--- src/rtl/sci_lin_flag_pkg.sv ---
package sci_lin_flag_pkg;
  localparam int unsigned FLAG_W = 32;
  localparam int unsigned CODE_W = $clog2(FLAG_W);

  typedef logic [FLAG_W-1:0] flag_vec_t;

  // positions that hold a flag at all
  localparam flag_vec_t IMPL_MASK    = 32'hFF00_3FEF;
  // value loaded by any reset source
  localparam flag_vec_t RST_VAL      = 32'h0000_0480;
  // software write-one-to-clear classes
  localparam flag_vec_t WR_LIN_MASK  = 32'hF800_306A;
  localparam flag_vec_t WR_SCI_MASK  = 32'h0000_0A01;
  localparam flag_vec_t WR_ANY_MASK  = 32'h0700_0584;
  // flags cleared by a new LIN break
  localparam flag_vec_t BRK_CLR_MASK = 32'hC000_0000;
  // flags that an interrupt vector read can clear
  localparam flag_vec_t VEC_CLR_MASK = 32'hFF00_3B69;

  typedef enum logic [1:0] {
    ACC_NONE = 2'd0,
    ACC_LIN  = 2'd1,
    ACC_SCI  = 2'd2,
    ACC_ANY  = 2'd3
  } acc_class_t;

  function automatic acc_class_t acc_class(input int unsigned idx);
    if (WR_LIN_MASK[idx])      return ACC_LIN;
    else if (WR_SCI_MASK[idx]) return ACC_SCI;
    else if (WR_ANY_MASK[idx]) return ACC_ANY;
    else                       return ACC_NONE;
  endfunction
endpackage

--- src/rtl/sci_lin_flag_cell.sv ---
module sci_lin_flag_cell #(
  parameter logic RST_BIT = 1'b0
) (
  input  logic clk,
  input  logic clr_all_i,
  input  logic set_i,
  input  logic clr_i,
  output logic q_o
);
  // reset request beats set, set beats every ordinary clear
  always_ff @(posedge clk) begin
    if (clr_all_i)  q_o <= RST_BIT;
    else if (set_i) q_o <= 1'b1;
    else if (clr_i) q_o <= 1'b0;
  end
endmodule

--- src/rtl/sci_lin_flag_wr_dec.sv ---
module sci_lin_flag_wr_dec
  import sci_lin_flag_pkg::*;
#(
  parameter int unsigned           ADDR_W   = 8,
  parameter logic [ADDR_W-1:0]     REG_ADDR = '0
) (
  input  logic              bus_vld_i,
  input  logic              bus_we_i,
  input  logic [ADDR_W-1:0] bus_addr_i,
  input  flag_vec_t         bus_wdata_i,
  input  logic              lin_mode_i,
  output flag_vec_t         sw_clr_o
);
  flag_vec_t allow;
  logic      hit;

  // per-bit write permission from its access class and the active mode
  for (genvar i = 0; i < FLAG_W; i++) begin : g_allow
    localparam acc_class_t CLS = acc_class(i);
    if (CLS == ACC_LIN) begin : g_lin
      assign allow[i] = lin_mode_i;
    end else if (CLS == ACC_SCI) begin : g_sci
      assign allow[i] = ~lin_mode_i;
    end else if (CLS == ACC_ANY) begin : g_any
      assign allow[i] = 1'b1;
    end else begin : g_none
      assign allow[i] = 1'b0;
    end
  end

  always_comb begin
    hit      = bus_vld_i && bus_we_i && (bus_addr_i == REG_ADDR);
    sw_clr_o = hit ? (bus_wdata_i & allow) : '0;
  end
endmodule

--- src/rtl/sci_lin_flag_vec_dec.sv ---
module sci_lin_flag_vec_dec
  import sci_lin_flag_pkg::*;
(
  input  logic              vec_rd_i,
  input  logic [CODE_W-1:0] vec_code_i,
  output flag_vec_t         vec_clr_o
);
  for (genvar i = 0; i < FLAG_W; i++) begin : g_code
    if (VEC_CLR_MASK[i]) begin : g_map
      assign vec_clr_o[i] = vec_rd_i && (vec_code_i == CODE_W'(i));
    end else begin : g_nomap
      assign vec_clr_o[i] = 1'b0;
    end
  end
endmodule

--- src/rtl/sci_lin_flag_rd_port.sv ---
module sci_lin_flag_rd_port
  import sci_lin_flag_pkg::*;
#(
  parameter int unsigned       ADDR_W   = 8,
  parameter logic [ADDR_W-1:0] REG_ADDR = '0
) (
  input  logic              clk,
  input  logic              rst,
  input  logic              bus_vld_i,
  input  logic              bus_we_i,
  input  logic [ADDR_W-1:0] bus_addr_i,
  input  flag_vec_t         flags_i,
  output flag_vec_t         bus_rdata_o
);
  logic rd_hit;

  assign rd_hit = bus_vld_i && !bus_we_i && (bus_addr_i == REG_ADDR);

  always_ff @(posedge clk) begin
    if (rst)         bus_rdata_o <= '0;
    else if (rd_hit) bus_rdata_o <= flags_i;
    else             bus_rdata_o <= '0;
  end
endmodule

--- src/rtl/sci_lin_flag_reg.sv ---
module sci_lin_flag_reg
  import sci_lin_flag_pkg::*;
#(
  parameter int unsigned       ADDR_W   = 8,
  parameter logic [ADDR_W-1:0] REG_ADDR = 8'h24
) (
  input  logic              clk,
  input  logic              rst,
  input  logic              soft_rst_i,
  input  logic              mod_rst_i,
  input  logic              lin_mode_i,
  input  logic              bus_vld_i,
  input  logic              bus_we_i,
  input  logic [ADDR_W-1:0] bus_addr_i,
  input  logic [31:0]       bus_wdata_i,
  output logic [31:0]       bus_rdata_o,
  input  logic [31:0]       evt_set_i,
  input  logic              brk_rx_i,
  input  logic              vec_rd_i,
  input  logic [4:0]        vec_code_i,
  output logic [31:0]       flags_o
);
  flag_vec_t sw_clr;
  flag_vec_t vec_clr;
  flag_vec_t brk_clr;
  flag_vec_t any_clr;
  logic      clr_all;
  logic      unused_bits;

  assign clr_all = rst | soft_rst_i | mod_rst_i;
  assign brk_clr = brk_rx_i ? BRK_CLR_MASK : '0;
  assign any_clr = sw_clr | vec_clr | brk_clr;

  sci_lin_flag_wr_dec #(
    .ADDR_W   (ADDR_W),
    .REG_ADDR (REG_ADDR)
  ) u_wr_dec (
    .bus_vld_i   (bus_vld_i),
    .bus_we_i    (bus_we_i),
    .bus_addr_i  (bus_addr_i),
    .bus_wdata_i (bus_wdata_i),
    .lin_mode_i  (lin_mode_i),
    .sw_clr_o    (sw_clr)
  );

  sci_lin_flag_vec_dec u_vec_dec (
    .vec_rd_i   (vec_rd_i),
    .vec_code_i (vec_code_i),
    .vec_clr_o  (vec_clr)
  );

  for (genvar i = 0; i < FLAG_W; i++) begin : g_flag
    if (IMPL_MASK[i]) begin : g_cell
      sci_lin_flag_cell #(
        .RST_BIT (RST_VAL[i])
      ) u_cell (
        .clk       (clk),
        .clr_all_i (clr_all),
        .set_i     (evt_set_i[i]),
        .clr_i     (any_clr[i]),
        .q_o       (flags_o[i])
      );
    end else begin : g_rsvd
      assign flags_o[i] = 1'b0;
    end
  end

  assign unused_bits = ^{evt_set_i & ~IMPL_MASK, any_clr & ~IMPL_MASK};

  sci_lin_flag_rd_port #(
    .ADDR_W   (ADDR_W),
    .REG_ADDR (REG_ADDR)
  ) u_rd_port (
    .clk         (clk),
    .rst         (rst),
    .bus_vld_i   (bus_vld_i),
    .bus_we_i    (bus_we_i),
    .bus_addr_i  (bus_addr_i),
    .flags_i     (flags_o),
    .bus_rdata_o (bus_rdata_o)
  );
endmodule

--- config.mk ---
export PLATFORM = sky130hd
export DESIGN_NAME = sci_lin_flag_reg
export DESIGN_NICKNAME = d
export VERILOG_FILES = /design/src/rtl/sci_lin_flag_pkg.sv /design/src/rtl/sci_lin_flag_cell.sv /design/src/rtl/sci_lin_flag_wr_dec.sv /design/src/rtl/sci_lin_flag_vec_dec.sv /design/src/rtl/sci_lin_flag_rd_port.sv /design/src/rtl/sci_lin_flag_reg.sv
export SDC_FILE = /design/constraint.sdc
export NUM_CORES = 1
export LEC_CHECK = 0
export ABC_AREA = 1
export BUFFER_PORTS_ARGS = -buffer_cell sky130_fd_sc_hd__buf_2
export CORE_ASPECT_RATIO = 1.5
export CORE_MARGIN = 5
export CORE_UTILIZATION = 50
export DETAILED_ROUTE_END_ITERATION = 16
export PLACE_DENSITY = 0.87
export SYNTH_ARGS = -nofsm -noshare
export SYNTH_HDL_FRONTEND = slang
export SYNTH_HIERARCHICAL = 1
export SYNTH_SLANG_ARGS = --single-unit
--- constraint.sdc ---
create_clock -name clk -period 3.1 [get_ports clk]
set_input_delay 0.31 -clock clk [delete_from_list [all_inputs] [get_ports clk]]
set_output_delay 0.31 -clock clk [all_outputs]
set_load 0.05 [all_outputs]
Word-level counts from Yosys, hierarchy flattened
Cells that the tools add are included.
Widths: inputs -> output; s select.
{ "classes": {"addsub": 0, "n_mul": 0, "div": 0, "magnitude_cmp": 0, "n_eq_ne": 17, "shifts": 0, "muxes": 40, "bitwise": 7, "reduce_logical": 45} }
{ "op_table": {"columns": ["operator", "count"], "rows": [
  ["$mux 32", 2],
  ["$or 32x32->32", 2],
  ["$eq 5x5->1 const B", 8],
  ["$mux 1", 38],
  ["$reduce_bool 2->1", 19],
  ["$and 32x32->32", 1],
  ["$eq 5x4->1 const B", 5],
  ["$logic_and 1x1->1", 21],
  ["$eq 5x3->1 const B", 2],
  ["$eq 8x6->1 const B", 1],
  ["$reduce_or 2->1", 3],
  ["$eq 5x2->1 const B", 1],
  ["$logic_not 5->1", 1],
  ["$not 1->1", 2],
  ["$or 1x1->1", 2],
  ["$logic_not 1->1", 1]
]} }
{ "totals": {"regBits": 53, "latch_bits": 0, "ram_bits": 0, "romBits": 0, "output_inout_bits": 64, "elab_cells": 132, "n_memories": 0} }

Longest topological paths before layout
Gate-level depths: netlist of the first run.
{ "logic_depth": {"ltp_word": 7, "depth_mapped": 10} }

Modules after synthesis
Netlist of the first run, hierarchy kept.
{ "by_module_without_submodules": {"columns": ["mod", "instances", "cells_per_inst", "area_per_inst_um2", "seq_area_each_um2"], "rows": [
  ["sci_lin_flag_rd_port", 1, 115, 1073.5, 640.6],
  ["sci_lin_flag_cell (g_flag[0].g_cell.u_cell ...)", 19, 5, 40.0, 20.0],
  ["sci_lin_flag_wr_dec", 1, 70, 485.5, 0.0],
  ["sci_lin_flag_vec_dec", 1, 59, 290.3, 0.0],
  ["sci_lin_flag_reg", 1, 39, 235.2, 0.0],
  ["sci_lin_flag_cell (g_flag[10].g_cell.u_cell ...)", 2, 5, 35.0, 20.0]
]} }

Least setup slack after synthesis of the first run
OpenSTA, ideal clock, no wires.
{ "synth_timing": {"kind": "in2reg", "from": "input soft_rst_i", "to": "register g_flag[10].g_cell.u_cell.q_o", "arrival_time_ns": 1.126, "t_required_ns": 2.982, "setup_slack_ns": 1.857, "path_stages": 4, "path_buffers": 0, "cell_sequence": "nor2_1 nand2_1 nor2_1 nand2_1"} }
{ "synth_via": {"elab_chain_cells": 3} }
{ "synth_lines": {"columns": ["item", "line", "rtl"], "rows": [
  ["start, declared", "sci_lin_flag_reg.sv:9", "input logic soft_rst_i,"],
  ["$or 1x1->1 (2 in a row)", "sci_lin_flag_reg.sv:30", "assign clr_all = rst | soft_rst_i | mod_rst_i;"],
  ["named net clr_all", "sci_lin_flag_reg.sv:27", "logic clr_all;"],
  ["$reduce_or 2->1 (no line)", null, null],
  ["end signal, assigned", "sci_lin_flag_cell.sv:12", "if (clr_all_i) q_o <= RST_BIT;"],
  ["end signal, assigned", "sci_lin_flag_cell.sv:13", "else if (set_i) q_o <= 1'b1;"],
  ["end signal, assigned", "sci_lin_flag_cell.sv:14", "else if (clr_i) q_o <= 1'b0;"],
  ["end, declared", "sci_lin_flag_cell.sv:8", "output logic q_o"]
]} }
The timed path passes the listed nets, and every way through them passes these cells.
A chain may end at the register's enable or synchronous reset.

Worst setup path in the final report of the first run
{ "layout_timing": {"from": "input bus_addr_i[2]", "to": "register g_flag[31].g_cell.u_cell.q_o"} }
{ "layout_via": {"elab_chain_cells": 6} }
{ "layout_lines": {"columns": ["item", "line", "rtl"], "rows": [
  ["start, declared", "sci_lin_flag_reg.sv:14", "input logic [ADDR_W-1:0] bus_addr_i,"],
  ["$eq 8x6->1", "sci_lin_flag_wr_dec.sv:32", "hit = bus_vld_i && bus_we_i && (bus_addr_i == REG_ADDR);"],
  ["$logic_and 1x1->1", "sci_lin_flag_wr_dec.sv:32", null],
  ["$mux 32", "sci_lin_flag_wr_dec.sv:33", "sw_clr_o = hit ? (bus_wdata_i & allow) : '0;"],
  ["named net sw_clr[31]", "sci_lin_flag_reg.sv:23", "flag_vec_t sw_clr;"],
  ["$or 32x32->32 (2 in a row)", "sci_lin_flag_reg.sv:32", "assign any_clr = sw_clr | vec_clr | brk_clr;"],
  ["named net any_clr[31]", "sci_lin_flag_reg.sv:26", "flag_vec_t any_clr;"],
  ["$reduce_bool 2->1 (no line)", null, null],
  ["end signal, assigned", "sci_lin_flag_cell.sv:12", null],
  ["end signal, assigned", "sci_lin_flag_cell.sv:13", null],
  ["end signal, assigned", "sci_lin_flag_cell.sv:14", null],
  ["end, declared", "sci_lin_flag_cell.sv:8", null]
]} }
The timed path passes the listed nets, and every way through them passes these cells.

==> results of run 1 <==
==> critical path, cell delays in order <==
cell and delay (ns):
buf_2 0.09, inv_1 0.04, nor2_1 0.10, nand3_2 0.52, nor3_1 0.32, nor2_1 0.08, nand2_1 0.06, inv_1 0.03
nand2_1 0.06, a21oi_2 0.05
==> power by group through the flow <==
stage          Combinational [mW]  Sequential, mW  Clock [mW]
6_report                    0.187           0.694       0.395
5_1_grt                     0.205           0.696       0.443
4_1_cts                     0.187           0.694       0.407
3_5_place_dp                0.187           0.710           0
3_3_place_gp                0.183           0.709           0
2_1_floorplan               0.116           0.736           0
==> per-layer routing <==
| layer | vias to the layer above | part of all wire, % | track usage, % | routed length [um] |
|---|---|---|---|---|
| met1 | 1015 | 33 | 16.9 | 2030 |
| li1 | 1241 | - | - | - |
| met4 | 0 | 4.1 | 9.59 | 247 |
| met5 | - | 0 | 0 | 0 |
| met3 | 18 | 8.4 | 3.49 | 512 |
| met2 | 87 | 54 | 33.4 | 3290 |
==> per-stage QoR <==
step           utilization, %  std cells  area [um^2]  total power, mW  worst slack [ns]
2_1_floorplan               -        389         2840            0.851              1.86
3_3_place_gp             61.4        554         3320            0.893              1.26
3_5_place_dp             61.4        554         3320            0.897              1.24
4_1_cts                  63.2        562         3420             1.29              1.56
5_1_grt                  63.2        562         3420             1.34              1.39
6_report                 63.2        562         3420             1.28              1.59
==> flip-flops by register name, indices dropped and copies added (netlist names) <==
register / count
u_rd_port/bus_rdata_o: 32
g_flag.g_cell.u_cell/q_o: 21
==> cells in the final DEF (no fill, tap or decap), drive strengths merged <==
| cell | n |
|---|---|
| buf | 118 |
| inv | 102 |
| nor2 | 67 |
| nand2 | 58 |
| dfxtp | 53 |
| conb | 26 |
| nor3 | 21 |
| or2 | 19 |
| a21oi | 19 |
| clkbuf | 5 |
| nand3 | 2 |
| clkinvlp | 1 |
| clkinv | 1 |
==> layout make-up <==
class | count | area (um^2)
fillers | 507 | 1990
clock buffers | 5 | 68.8
well taps | 70 | 87.6
multi-input cells | 212 | 1200
clock inverters | 3 | 25.0
flip-flops and latches | 53 | 1060
inverters | 101 | 379
repair buffers | 118 | 596
==> how the worst max path moves through the flow <==
stage	startpoint	end	slack (ns)
floorplan	soft_rst_i	g_flag[10].g_cell.u_cell/q_o	1.86
global placement	bus_addr_i[2]	g_flag[31].g_cell.u_cell/q_o	1.26
detailed placement	bus_addr_i[2]	g_flag[31].g_cell.u_cell/q_o	1.24
CTS	bus_addr_i[2]	g_flag[31].g_cell.u_cell/q_o	1.56
global route	bus_addr_i[2]	g_flag[31].g_cell.u_cell/q_o	1.39
finish	bus_addr_i[2]	g_flag[31].g_cell.u_cell/q_o	1.59
==> run_results.csv, run 1 <==
group,metric,value,unit
timing,hold_ws,0.190,ns
routing,wl,6080,um
cells_and_area,area_delta_synth_final,24.4,%
timing,setup_viol,0,
min_path,hold_end,"g_flag[10].g_cell.u_cell/q_o",
timing,report.final.slew_viol_count,0,
floorplanning,die_w,70.5,um
routing,vias_per_cell,4.20,
grt,grt_use_total,17.4,%
clock_network,cts_resized,0,
placed_design,place.gp.congestion,0.893,
clock_network,numCtsBuffers,5,
floorplanning,fp.dieH,101,um
setup_path,crit_type,"input pin to flip-flop",
setup_path,r2r-start,"g_flag[29].g_cell.u_cell/q_o",
timing,slew_headroom,23.4,%
timing,post-route-min-period,1.51,ns
outcome,status,"finished clean",
min_path,hold_path_class,"input pin to flip-flop",
cells_and_area,drive_gt1_share,41.5,%
clock_network,clockBufferDepth,2,
cells_and_area,nets,577,
setup_path,arrival,1.66,ns
routing,drt_iter0_markers,75,
routing,post_drt_wl_per_cell,10.8,um
clock_network,cts-root-buf,"clkbuf_8",
clock_network,clkTransAtPathRegs,0.10,ns
floorplanning,num_rows,33,
setup_path,cp_max_fo,21,
yosys,syn_avg_cell_area,7.52,um^2
grt,grt_pass1_vias,2335,
min_path,hp-start,"evt_set_i[10]",
power_and_ir_drop,p_clk_share,30.9,%
setup_path,worstSetupEndpointType,"flip-flop",
clock_network,ctsHoldBuffers,0,
yosys,synth_warnings,6,
timing,tns,0,ns
grt,antenna_found_initial,0,
floorplanning,initial_core_util,50.8,%
power_and_ir_drop,p_comb_share,14.7,%
setup_path,worstPathRequired,3.25,ns
timing,max_freq,661,MHz
clock_network,clk_latency,0.30,ns
setup_path,r2r_end,"g_flag[29].g_cell.u_cell/q_o",
power_and_ir_drop,peakVddDrop,0.173,mV
placed_design,dp_hpwl,5050,um
clock_network,h-tree-depth,2,
routing,vias,2361,
yosys,synthesis.area,2750,um^2
routing,ant_nets,0,
timing,worstMarginPinSlew,1.15,ns
flow_run,cap_violations,0,
yosys,synth_cells,365,
timing,report.final.hold_viol_count,0,
min_path,min_path_cells,3,
power_and_ir_drop,p_leak,1.76,nW
floorplanning,dieArea,7110,um^2
floorplanning,core,5410,um^2
power_and_ir_drop,seqPwrFrac,54.4,%
setup_path,r2r_slack,2.43,ns
power_and_ir_drop,powerDensity,373,nW/um^2
timing,rsz0062_at_grt,"no",
cells_and_area,diodes,0,
floorplanning,ios,150,
placed_design,portBuffers,116,
power_and_ir_drop,internal_power,908,uW
setup_path,crit_path_start_kind,"input pin",
power_and_ir_drop,netSwitchingFraction,28.8,%
timing,period_share,48.8,%
power_and_ir_drop,switching_power,367,uW
clock_network,tritoncts,"done",
routing,drc_errors,0,
grt,grt_pass1_wl,9950,um
timing,finClkSkew,0.00374,ns
clock_network,cts_setup_buffers,0,
grt,grt_max_degree,27,
grt,gr-total-overflow,0,
routing,firstDrtPassIters,4,
setup_path,r2r_cells,2,
clock_network,cts.sinks,53,
Power figures use the tool's default switching activity.
==> run 2: changes to the inputs <==
--- a/config.mk
+++ b/config.mk
@@ -9,9 +9,9 @@
 export BUFFER_PORTS_ARGS = -buffer_cell sky130_fd_sc_hd__buf_2
 export CORE_ASPECT_RATIO = 1.5
 export CORE_MARGIN = 5
-export CORE_UTILIZATION = 50
+export CORE_UTILIZATION = 46
 export DETAILED_ROUTE_END_ITERATION = 16
-export PLACE_DENSITY = 0.87
+export PLACE_DENSITY = 0.81
 export SYNTH_ARGS = -nofsm -noshare
 export SYNTH_HDL_FRONTEND = slang
 export SYNTH_HIERARCHICAL = 1
==> constraint.sdc (replaced) <==
create_clock -name clk -period 1.6 [get_ports clk]
set_input_delay 0.16 -clock clk [delete_from_list [all_inputs] [get_ports clk]]
set_output_delay 0.16 -clock clk [all_outputs]
set_load 0.05 [all_outputs]
==> run 2 against run 1 <==
Against the previous run: clock-buffer cell count unchanged; global-route usage down 0.81 points; non-clock buffer count up 5; register-to-register slack worse by 1.5 ns; worst hold slack worse by 0.14 ns; sequential share of layout area down 0.44 points; sequential power up 93%; power up 93%; clock skew down 0.00067 ns; critical path depth down 9; critical endpoint is now flags_o[26]; largest cell class unchanged; highest routed layer unchanged.
==> run_results.csv, run 2 (synthesis results as in run 1) <==
group,metric,value,unit
power_and_ir_drop,p_leak,1.79,nW
clock_network,cts-root-buf,"clkbuf_8",
cells_and_area,diodes,0,
placed_design,place.gp.congestion,0.778,
routing,drt_iter0_markers,71,
timing,period_share,69.6,%
power_and_ir_drop,p_comb_share,15.0,%
floorplanning,core,5830,um^2
floorplanning,die_w,73.1,um
timing,report.final.hold_viol_count,0,
timing,hold_ws,0.0515,ns
routing,post_drt_wl_per_cell,10.8,um
setup_path,crit_path_start_kind,"flip-flop",
setup_path,arrival,0.95,ns
cells_and_area,layoutNonFillerInstCount,569,
timing,report.final.slew_viol_count,0,
timing,rsz0062_at_grt,"no",
grt,grt_use_total,16.5,%
routing,firstDrtPassIters,4,
power_and_ir_drop,switching_power,705,uW
cells_and_area,final_common_cell,"buf_2",
power_and_ir_drop,netSwitchingFraction,28.6,%
setup_path,worstSetupEndpointType,"primary output",
timing,finClkSkew,0.00307,ns
setup_path,cp_top_family,"flip-flops",
floorplanning,dieArea,7650,um^2
setup_path,path_buf_inv,1,
timing,setup_viol,0,
floorplanning,ios,150,
clock_network,cts_resized,0,
clock_network,cts.sinks,53,
grt,grt_pass1_vias,2239,
routing,ant_nets,0,
cells_and_area,final_cell_mix,"116 x buf_2, 100 x inv_1, 56 x nand2_1",
clock_network,clkTransAtPathRegs,0.09,ns
clock_network,clk_latency,0.30,ns
grt,antenna_found_initial,0,
power_and_ir_drop,fin_total_pwr,2.46,mW
setup_path,max_stage_delay,0.38,ns
clock_network,ctsHoldBuffers,0,
clock_network,numCtsBuffers,5,
timing,tns,0,ns
floorplanning,initial_core_util,47.1,%
grt,gr-total-overflow,0,
placed_design,portBuffers,116,
setup_path,crit_type,"flip-flop to primary output",
timing,post-route-min-period,1.11,ns
outcome,status,"finished clean",
power_and_ir_drop,seqPwrFrac,54.6,%
grt,grt_max_degree,33,
clock_network,h-tree-depth,2,
routing,drc_errors,0,
setup_path,cp_slowest_cell,"dfxtp_1",
placed_design,dp_cells,561,
grt,grt_pass1_wl,9980,um
cells_and_area,area_delta_synth_final,26.2,%
floorplanning,fp.dieH,105,um
cells_and_area,utilization,59.5,%
routing,wl,6120,um
floorplanning,num_rows,34,
setup_path,worstPathRequired,1.44,ns
power_and_ir_drop,internal_power,1.76,mW
min_path,hold_path_class,"input pin to flip-flop",
power_and_ir_drop,p_clk_share,30.4,%
routing,vias,2366,
clock_network,tritoncts,"done",
timing,max_freq,897,MHz
cells_and_area,drive_gt1_share,42.1,%
cells_and_area,nets,582,
clock_network,cts_setup_buffers,0,
flow_run,cap_violations,0,
power_and_ir_drop,powerDensity,711,nW/um^2
clock_network,clockBufferDepth,2,
setup_path,path_cells,"buf_2",
placed_design,dp_hpwl,5180,um
cells_and_area,reg_top3,"u_rd_port/bus_rdata_o: 32 flops, g_flag.g_cell.u_cell/q_o: 21 flops",
cells_and_area,top_register,"u_rd_port/bus_rdata_o",
power_and_ir_drop,peakVddDrop,0.445,mV
routing,vias_per_cell,4.16,
setup_path,cp_max_fo,3,
cells_and_area,largest_register_ffs,32,
## run 2: cell count changes in the layout (fill, tap and decap cells not counted)
cell      delta
buf_12       +1
clkinv_4     -1
buf_4        +4
clkinv_2     +1
## run 2: cell type report
class / count / area [um^2]
fill: 564 / 2360
multi-input combinational: 212 / 1200
sequential: 53 / 1060
timing repair buffer: 123 / 646
inverter: 101 / 379
tap: 72 / 90.1
clock buffer: 5 / 68.8
clock inverter: 3 / 21.3
## run 2: metal layers
layer / share of wire, % / wire, um / vias up / track usage [%]
li1: - / - / 1248 / -
met1: 35 / 2120 / 1020 / 16.8
met2: 54 / 3270 / 87 / 31.0
met3: 9.0 / 553 / 11 / 3.84
met4: 2.8 / 169 / 0 / 6.73
met5: 0 / 0 / - / 0
## run 2: metrics by stage
step	setup slack, ns	cell area [um^2]
finish	0.486	3470
floorplan	0.507	2840
CTS	0.466	3470
detailed placement	0.341	3380
global placement	0.360	3380
global route	0.418	3470
## run 2: path summary, 6_finish.rpt
kind	startpoint	end	slack (ns)	cells past startpoint
worst max register to register	g_flag[31].g_cell.u_cell/q_o	g_flag[31].g_cell.u_cell/q_o	0.98	2
worst min-delay path	evt_set_i[7]	g_flag[7].g_cell.u_cell/q_o	0.05	3
worst min register to register	g_flag[25].g_cell.u_cell/q_o	u_rd_port/bus_rdata_o[25]	0.45	2
worst max-delay path	g_flag[26].g_cell.u_cell/q_o	flags_o[26]	0.49	1
## run 2: power by group through the flow
stage	registers [mW]	clock network (mW)	logic, mW
2_1_floorplan	1.43	0	0.224
3_3_place_gp	1.37	0	0.361
3_5_place_dp	1.38	0	0.370
4_1_cts	1.34	0.777	0.371
5_1_grt	1.35	0.841	0.408
6_report	1.34	0.749	0.370
==> run 3: changes to the inputs <==
==> constraint.sdc (replaced) <==
create_clock -name clk -period 1.05 [get_ports clk]
set_input_delay 0.105 -clock clk [delete_from_list [all_inputs] [get_ports clk]]
set_output_delay 0.105 -clock clk [all_outputs]
set_load 0.05 [all_outputs]
==> run 3 against run 2 <==
Against the previous run: power up 65%; critical endpoint is now flags_o[27]; via count about the same; sequential cell count is the same; highest routed layer unchanged.
==> run_results.csv, run 3 (synthesis results as in run 1) <==
group,metric,value,unit
clock_network,h-tree-depth,2,
floorplanning,fp.dieH,105,um
power_and_ir_drop,seqPwrFrac,50.4,%
cells_and_area,drive_gt1_share,42.1,%
routing,vias_per_cell,4.13,
power_and_ir_drop,powerDensity,1120,nW/um^2
cells_and_area,nets,586,
routing,drt_iter0_markers,39,
floorplanning,initial_core_util,47.1,%
setup_path,arrival,0.90,ns
placed_design,dp_cells,563,
min_path,hold_path_class,"input pin to flip-flop",
floorplanning,ios,150,
placed_design,dp_slack,-0.218,ns
setup_path,cp_top_family,"flip-flops",
clock_network,clk_latency,0.29,ns
routing,wl,6180,um
cells_and_area,diodes,0,
setup_path,path_cells,"buf_4",
placed_design,place.gp.congestion,0.835,
cells_and_area,final_cell_mix,"100 x inv_1, 94 x buf_2, 56 x nand2_1",
setup_path,worstPathRequired,0.94,ns
cells_and_area,fin_area,3640,um^2
routing,drc_errors,0,
timing,report.final.slew_viol_count,0,
setup_path,cp_max_fo,3,
power_and_ir_drop,fin_total_pwr,4.07,mW
setup_path,path_buf_inv,1,
clock_network,cts-root-buf,"clkbuf_8",
timing,report.final.hold_viol_count,0,
floorplanning,die_w,73.1,um
timing,tns,0,ns
timing,post-route-min-period,1.01,ns
routing,post_drt_wl_per_cell,10.8,um
timing,setup_slack,0.0434,ns
clock_network,numCtsBuffers,5,
grt,antenna_found_initial,0,
placed_design,place_area,3430,um^2
clock_network,cts_setup_buffers,0,
power_and_ir_drop,switching_power,1.06,mW
cells_and_area,area_delta_synth_final,32.5,%
timing,rsz0062_at_grt,"no",
placed_design,dp_hpwl,5160,um
cells_and_area,layoutNonFillerInstCount,573,
cells_and_area,reg_top3,"u_rd_port/bus_rdata_o: 32 flops, g_flag.g_cell.u_cell/q_o: 21 flops",
placed_design,portBuffers,116,
grt,grt_pass1_wl,10100,um
setup_path,crit_type,"flip-flop to primary output",
floorplanning,core,5830,um^2
power_and_ir_drop,netSwitchingFraction,26.0,%
power_and_ir_drop,p_clk_share,35.0,%
routing,ant_nets,0,
flow_run,cap_violations,0,
floorplanning,num_rows,34,
setup_path,r2r_slack,0.38,ns
setup_path,cp_slowest_cell,"dfxtp_1",
timing,setup_viol,0,
timing,period_share,95.9,%
grt,gr-total-overflow,0,
clock_network,clockBufferDepth,2,
power_and_ir_drop,internal_power,3.01,mW
power_and_ir_drop,peakVddDrop,0.465,mV
clock_network,clkTransAtPathRegs,0.10,ns
cells_and_area,utilization,62.4,%
setup_path,crit_path_start_kind,"flip-flop",
grt,grt_max_degree,33,
grt,grt_pass1_vias,2352,
grt,grt_use_total,16.6,%
cells_and_area,final_common_cell,"inv_1",
clock_network,tritoncts,"done",
timing,max_freq,993,MHz
floorplanning,dieArea,7650,um^2
timing,finClkSkew,0.00356,ns
routing,firstDrtPassIters,4,
timing,hold_ws,0.0404,ns
power_and_ir_drop,p_comb_share,14.7,%
routing,vias,2368,
setup_path,worstSetupEndpointType,"primary output",
cells_and_area,top_register,"u_rd_port/bus_rdata_o",
cells_and_area,largest_register_ffs,32,
power_and_ir_drop,p_leak,1.84,nW
clock_network,cts.sinks,53,
outcome,status,"finished clean",
setup_path,max_stage_delay,0.39,ns
-- run 3: cell types whose count changed in the layout (fill, tap and decap cells not counted), sizes merged --
cell,change
inv,-1
bufinv,+1
clkinv,-1
dlygate4sd3,+2
clkbuf,+3
-- run 3: worst register-to-register path, stage by stage, from the launching register on --
cell and delay, ns:
dfxtp_1 0.40, nand2_1 0.09, a21oi_2 0.12
-- run 3: power by group through the flow --
stage | clock, mW | sequential (mW) | combinational (mW)
after detailed placement | 0 | 2.10 | 0.575
after CTS | 1.47 | 2.05 | 0.588
after floorplan | 0 | 2.17 | 0.342
final | 1.42 | 2.05 | 0.596
after global routing | 1.56 | 2.06 | 0.652
after global placement | 0 | 2.10 | 0.566
-- run 3: layout make-up --
class                   count  area [um^2]
multi-input cells         212         1200
inverters                 101          379
clock inverters             2         37.5
repair buffers            127          788
fillers                   540         2190
flip-flops and latches     53         1060
clock buffers               6         82.6
well taps                  72         90.1
-- run 3: final timing paths --
kind | startpoint | endpoint | depth (start not counted)
worst max-delay path | g_flag[27].g_cell.u_cell/q_o | flags_o[27] | 1
worst min-delay path | evt_set_i[2] | g_flag[2].g_cell.u_cell/q_o | 3
worst max register to register | g_flag[28].g_cell.u_cell/q_o | g_flag[28].g_cell.u_cell/q_o | 2
worst min register to register | g_flag[25].g_cell.u_cell/q_o | u_rd_port/bus_rdata_o[25] | 2
-- run 3: metal layers --
metal	GRT usage, %	share of wire, %	vias to the layer above
li1	-	-	1257
met1	16.6	34	1008
met2	30.9	55	87
met3	4.03	8.0	16
met4	7.92	3.2	0
met5	0	0	-
-- run 3: timing repair --
action                                  4_1_cts  5_1_grt
endpoints found under the setup margin       14       12
hold buffers                                  1        1
gates resized for setup                      14       18
hold endpoints to repair                      1        1
